==> src/rtl/hbi_pkg.sv <==
package hbi_pkg;

    // Phase of the 2x filtered stream relative to accepted inputs
    typedef enum logic [1:0] {
        PH_WAIT = 2'd0,
        PH_EVEN = 2'd1,
        PH_ODD  = 2'd2
    } phase_e;

endpackage

==> src/rtl/hbi_delay_line.sv <==
module hbi_delay_line #(
    parameter int DW  = 14,
    parameter int LEN = 4
) (
    input  logic                    clk,
    input  logic                    rst,
    input  logic                    shift,
    input  logic [DW-1:0]           din,
    output logic [LEN-1:0][DW-1:0]  taps
);
    localparam logic [DW-1:0] MID = DW'(1) << (DW - 1);

    always_ff @(posedge clk) begin
        if (rst) begin
            for (int i = 0; i < LEN; i++) taps[i] <= MID;
        end else if (shift) begin
            taps[0] <= din;
            for (int i = 1; i < LEN; i++) taps[i] <= taps[i-1];
        end
    end
endmodule

==> src/rtl/hbi_mac.sv <==
module hbi_mac #(
    parameter int DW    = 14,
    parameter int HALF  = 2,
    parameter int CW    = 16,
    parameter int CFRAC = 4,
    parameter logic signed [CW-1:0] COEF [HALF] = '{-16'sd1, 16'sd9}
) (
    input  logic [2*HALF-1:0][DW-1:0] taps,
    output logic [DW-1:0]             interp
);
    localparam int LEN = 2 * HALF;
    localparam int PW  = DW + 1;
    localparam int AW  = PW + CW + $clog2(HALF) + 1;
    localparam int RND = 1 << (CFRAC - 1);
    localparam logic [DW-1:0] MSK = DW'(1) << (DW - 1);
    localparam logic signed [AW-1:0] SMAX = AW'((1 << (DW - 1)) - 1);
    localparam logic signed [AW-1:0] SMIN = -SMAX - AW'(1);

    logic signed [AW-1:0] prod [HALF];
    logic signed [AW-1:0] acc, shr;
    logic signed [DW-1:0] res;

    // Symmetric pairs: coefficient k serves taps k and LEN-1-k
    for (genvar k = 0; k < HALF; k++) begin : g_pair
        logic signed [DW-1:0] sa, sb;
        logic signed [PW-1:0] ps;
        assign sa = signed'(taps[k] ^ MSK);
        assign sb = signed'(taps[LEN-1-k] ^ MSK);
        assign ps = PW'(sa) + PW'(sb);
        assign prod[k] = AW'(ps) * AW'(COEF[k]);
    end

    always_comb begin
        acc = '0;
        for (int k = 0; k < HALF; k++) acc = acc + prod[k];
        shr = (acc + AW'(RND)) >>> CFRAC;
        if (shr > SMAX)      res = SMAX[DW-1:0];
        else if (shr < SMIN) res = SMIN[DW-1:0];
        else                 res = shr[DW-1:0];
        interp = res ^ MSK;
    end
endmodule

==> src/rtl/hbi_image_sel.sv <==
module hbi_image_sel #(
    parameter int DW = 14
) (
    input  logic [DW-1:0] v,
    input  logic          neg,
    output logic [DW-1:0] q
);
    localparam logic [DW-1:0] MSK  = DW'(1) << (DW - 1);
    localparam logic signed [DW-1:0] MINV = signed'(MSK);
    localparam logic signed [DW-1:0] MAXV = signed'(~MSK);

    logic signed [DW-1:0] s, r;

    always_comb begin
        s = signed'(v ^ MSK);
        if (neg) r = (s == MINV) ? MAXV : -s;
        else     r = s;
        q = r ^ MSK;
    end
endmodule

==> src/rtl/halfband_interp2x.sv <==
module halfband_interp2x
    import hbi_pkg::*;
#(
    parameter int DW    = 14,
    parameter int HALF  = 2,
    parameter int CW    = 16,
    parameter int CFRAC = 4,
    parameter logic signed [CW-1:0] COEF [HALF] = '{-16'sd1, 16'sd9}
) (
    input  logic          clk,
    input  logic          rst,
    input  logic          ce_1x,
    input  logic          ce_2x,
    input  logic          ce_4x,
    input  logic [1:0]    mode,
    input  logic [DW-1:0] din,
    output logic [DW-1:0] dout
);
    localparam int LEN = 2 * HALF;
    localparam logic [DW-1:0] MID = DW'(1) << (DW - 1);

    phase_e st, st_nx;
    logic shift;
    logic [LEN-1:0][DW-1:0] taps;
    logic [DW-1:0] interp, img, filt, y2;

    // Phase register
    always_ff @(posedge clk) begin
        if (rst) st <= PH_WAIT;
        else     st <= st_nx;
    end

    // Phase transitions
    always_comb begin
        st_nx = st;
        unique case (st)
            PH_WAIT: if (ce_1x) st_nx = PH_EVEN;
            PH_EVEN: if (ce_2x) st_nx = PH_ODD;
            PH_ODD:  if (ce_2x) st_nx = PH_EVEN;
            default: st_nx = PH_WAIT;
        endcase
    end

    assign shift = ce_1x && (st == PH_WAIT || st == PH_ODD);

    hbi_delay_line #(.DW(DW), .LEN(LEN)) u_line (
        .clk(clk), .rst(rst), .shift(shift), .din(din), .taps(taps)
    );

    hbi_mac #(.DW(DW), .HALF(HALF), .CW(CW), .CFRAC(CFRAC), .COEF(COEF)) u_mac (
        .taps(taps), .interp(interp)
    );

    hbi_image_sel #(.DW(DW)) u_img (
        .v(interp), .neg(mode[0]), .q(img)
    );

    // Pure-delay branch on even slots, filtered branch on odd slots
    assign filt = (st == PH_EVEN) ? taps[HALF] : img;

    // Output slots
    always_ff @(posedge clk) begin
        if (rst) begin
            dout <= MID;
            y2   <= MID;
        end else if (ce_2x) begin
            if (st == PH_WAIT) begin
                dout <= MID;
            end else begin
                dout <= filt;
                y2   <= filt;
            end
        end else if (ce_4x) begin
            dout <= mode[1] ? MID : y2;
        end
    end

    // no sample leaves while waiting for the first input
    p_wait_mid_r8: assert property (@(posedge clk) disable iff (rst)
        (st == PH_WAIT) |-> (dout == MID));

    // stuffed slots carry midscale
    p_stuff_mid_r5: assert property (@(posedge clk) disable iff (rst)
        (ce_4x && !ce_2x && mode[1]) |=> (dout == MID));

    // without stuffing the filtered sample is held
    p_hold_r6: assert property (@(posedge clk) disable iff (rst)
        (ce_4x && !ce_2x && !mode[1]) |=> $stable(dout));

    // an input after the first arrives only on the odd 2x slot
    p_accept_r8: assert property (@(posedge clk) disable iff (rst)
        (ce_1x && st != PH_WAIT) |-> (st == PH_ODD && ce_2x));

    // output moves only on a strobe
    p_idle_r1: assert property (@(posedge clk) disable iff (rst)
        (!ce_2x && !ce_4x) |=> $stable(dout));
endmodule

==> config.mk <==
export PLATFORM = sky130hd
export DESIGN_NAME = halfband_interp2x
export DESIGN_NICKNAME = d
export VERILOG_FILES = /design/src/rtl/hbi_pkg.sv /design/src/rtl/hbi_delay_line.sv /design/src/rtl/hbi_mac.sv /design/src/rtl/hbi_image_sel.sv /design/src/rtl/halfband_interp2x.sv
export SDC_FILE = /design/constraint.sdc
export NUM_CORES = 1
export LEC_CHECK = 0
export ABC_AREA = 1
export BUFFER_PORTS_ARGS = -buffer_cell sky130_fd_sc_hd__buf_2
export CELL_PAD_IN_SITES_DETAIL_PLACEMENT = 2
export CELL_PAD_IN_SITES_GLOBAL_PLACEMENT = 2
export CORE_MARGIN = 10
export CORE_UTILIZATION = 35
export DETAILED_ROUTE_END_ITERATION = 10
export PLACE_DENSITY_LB_ADDON = 0.15
export SETUP_SLACK_MARGIN = 0.2
export SLEW_MARGIN = 20
export SYNTH_ARGS = -nofsm -noshare
export SYNTH_HDL_FRONTEND = slang
export SYNTH_SLANG_ARGS = --single-unit
==> constraint.sdc <==
create_clock -name clk -period 9.2 [get_ports clk]
set_input_delay 0.92 -clock clk [delete_from_list [all_inputs] [get_ports clk]]
set_output_delay 0.92 -clock clk [all_outputs]
set_load 0.005 [all_outputs]
==> summary.md <==
| Metric | Value |
|---|---|
| CP Max Fanout | 7 |
| Post-route cell area | 0.00779 mm2 |
| Initial Util | 0.358 |
| Die height | 162 um |
| Number of synthesized flops with an enable pin | 0 |
| Largest stage delay, worst path | 0.52 ns |
| RSZ-0062 raised after global routing | false |
| Num rows | 51 |
| DR vias | 6700 |
| Synth Net Count | 1159 |
| Reg2reg path depth | 51 |
| Synth Cell Area | 0.00701 mm2 |
| Drt drc | 0 |
| First-pass GRT wire length | 37700 um |
| Final nets | 1186 |
| Post-DRT Antenna Nets | 0 |
| Non-Filler Instances | 1335 |
| Syn_area_per_cell | 6.75 um2 |
| Ranking of synthesized cells by area | dfxtp_1, ha_1, nand2_1 |
| Clk root buf | clkbuf_16 |
| DRT Pass-1 Iters | 4 |
| Drt first-iter violations | 245 |
| Worst slew margin | 0.500 |
| Crit path DAT | 8.59 ns |
| Worst path required time | 9.50 ns |
| Routed met3 length | 414 um |
| Htree depth | 3 |
| Layout area overhead | 11.2% |
| Reg clk slew, reported paths | 0.08 ns |
| Layout cells sized above 1 | 0.0879 |
| Ports | 35 |
| Hold Crit Class | register to register |
| Period utilization | 0.901 |
| Setup TNS Final | 0 ns |
| Placed cells | 1314 |
| Initial antenna violation count | 0 |
| Worst skew pair latency | 0.35 ns |
| Largest net degree at the start of global routing | 78 |
| CTS Buffer Depth | 2 |
| Count of pins over their slew limit | 0 |
| Core area | 0.0196 mm2 |
| # hold bufs at CTS | 0 |
| Max Clk Rate | 121 MHz |
| Wire per inst | 17.1 um |
| Hold Startpoint | y2[5] |
| Cell Area, Placed | 0.00743 mm2 |
| Cell repeated most along the worst path | nand2_1 |
| Clk_skew | 0.0107 ns |
| Distinct cell type count after synthesis | 36 |
| Min Tclk post-route | 8.29 ns |
| Sink Count | 86 |
| Met2 wire len | 10900 um |
| Crit path max-delay cell type | fa_1 |
| GRT Total Usage | 0.177 |
| TritonCTS clock tree | built |
| MaxCap Viol Count | 0 |
| Die width | 162 um |
| Yosys top cell by area | dfxtp_1 |
| Crit end category | register |
| Max layer used | met4 |
| Status | finished, final reports clean |
| Synth top area share | 0.246 |
| Grt ovf | 0 |
| Hpwl dp | 18200 um |
| Final hold vios | 0 |
| Reg-to-reg startpoint | u_line.taps[28] |
| #FFs+latches synth | 86 |
| Ys async rst share | 0 |
| Hold endpoint | y2[5] |
| Synth Warn # | 0 |
| R2R setup slack | 0.91 ns |
| Reg-to-Reg End | dout[9] |
| # port buffers | 34 |
| Routed vias/inst | 5.02 |
| Sequential-to-total area share from yosys stat | 0.246 |
| Routability-driven placement congestion ratio | 0.804 |
| Die ar. | 0.0261 mm2 |
| Vias in the first global route | 7262 |
| Final setup fails | 0 |
| Hold Crit Depth | 2 |
| CP Class | register to register |
| CTS buffer count | 9 |
| Metal1 wirelength | 11300 um |
| Slew of the pin with the lowest slew margin | 0.750 ns |
| Routed WL | 22900 um |
| Main flop type after synthesis | dfxtp_1 |
| Post-synthesis cell count | 1038 |
| Layout fillers | 2436 |
| Startpoint types | register |
| Hold_ws | 0.469 ns |
| Antenna diodes | 0 |
## critical path, delay by kind of cell, from the launching register on
kind,cells,cell delay (ns)
buffers and inverters,7,0.64
AO/OA/AOI/OAI,10,1.61
flip-flops,1,0.36
AND/OR/NAND/NOR,25,2.75
XOR/XNOR,2,0.34
adder cells (fa/ha/maj),7,2.51
## final cells by class
type                            count  area (um2)  share of cell area
Timing Repair Buffer               43         235              0.0302
Multi-Input combinational cell    790        4700               0.603
Tap cell                          265         332              0.0425
Clock buffer                        9         225              0.0289
Inverter                          135         507              0.0650
Clock inverter                      7        71.3             0.00915
Sequential cell                    86        1720               0.221
## per-layer routing
| metal | track usage | vias to the layer above |
|---|---|---|
| met5 | 0 | - |
| li1 | - | 3366 |
| met3 | 0.0198 | 15 |
| met2 | 0.303 | 46 |
| met1 | 0.232 | 3273 |
| met4 | 0.0389 | 0 |
## state kept, by name, summed over array words and instances, names as in the netlist
signal and flops:
u_line.taps 56, st 2, y2 14, dout 14
## layout by cell type, fill, tap and decap left out, types with 4 or more instances in the layout
cell / count
nand4_1: 7
o21bai_1: 5
o21ai_0: 68
nor3_1: 4
buf_4: 8
ha_1: 78
inv_2: 7
buf_2: 35
o211ai_1: 7
nand2_2: 7
nor2_1: 147
inv_1: 126
a21oi_1: 68
xor2_1: 30
nand3_1: 50
dfxtp_1: 86
o21ai_1: 7
clkbuf_16: 9
nand2_1: 243
nand3b_1: 7
xnor2_1: 14
fa_1: 20
## worst max path at each step
stage	start	endpoint	slack, ns	cells after the start
after detailed placement	u_line.taps[28]	dout[2]	0.60	48
after global placement	u_line.taps[28]	dout[2]	0.91	48
after floorplan	u_line.taps[14]	dout[7]	2.25	52
after CTS	u_line.taps[28]	y2[8]	0.47	50
final	u_line.taps[28]	dout[9]	0.91	51
after global routing	u_line.taps[28]	dout[7]	0.18	51
## cells in the mapped netlist (all sizes together), types with 2 or more instances
cell,instances
fa,20
a21oi,70
o21ai,77
o21bai,7
a21o,2
xor2,31
buf,3
nand4,7
a31oi,2
dfxtp,86
nand3b,7
inv,133
nor3,4
nand2,252
clkbuf,25
ha,80
nor2,152
xnor2,14
nand3,52
o211ai,7
clkinv,2
## repair_timing
item | in CTS | in global routing
setup endpoints to repair | 0 | 28
setup buffers | 0 | 4
resized for setup | 0 | 12
## stage by stage
step / util / worst slack (ns)
after floorplan: - / 2.25
after global placement: 0.379 / 0.907
after detailed placement: 0.379 / 0.605
after CTS: 0.394 / 0.469
after global routing: 0.398 / 0.179
final: 0.398 / 0.914
## cell families after synthesis
family | after synthesis | synth area share
fa+ha+maj | 100 | 0.200
simple gates | 477 | 0.281
buf+inv | 163 | 0.0896
compound gates | 167 | 0.128
flops | 86 | 0.246
xor+xnor | 45 | 0.0562
Power is left out: the tool's default activity adds up to more than one toggle a clock period on the data nets, which glitch-free logic cannot reach.
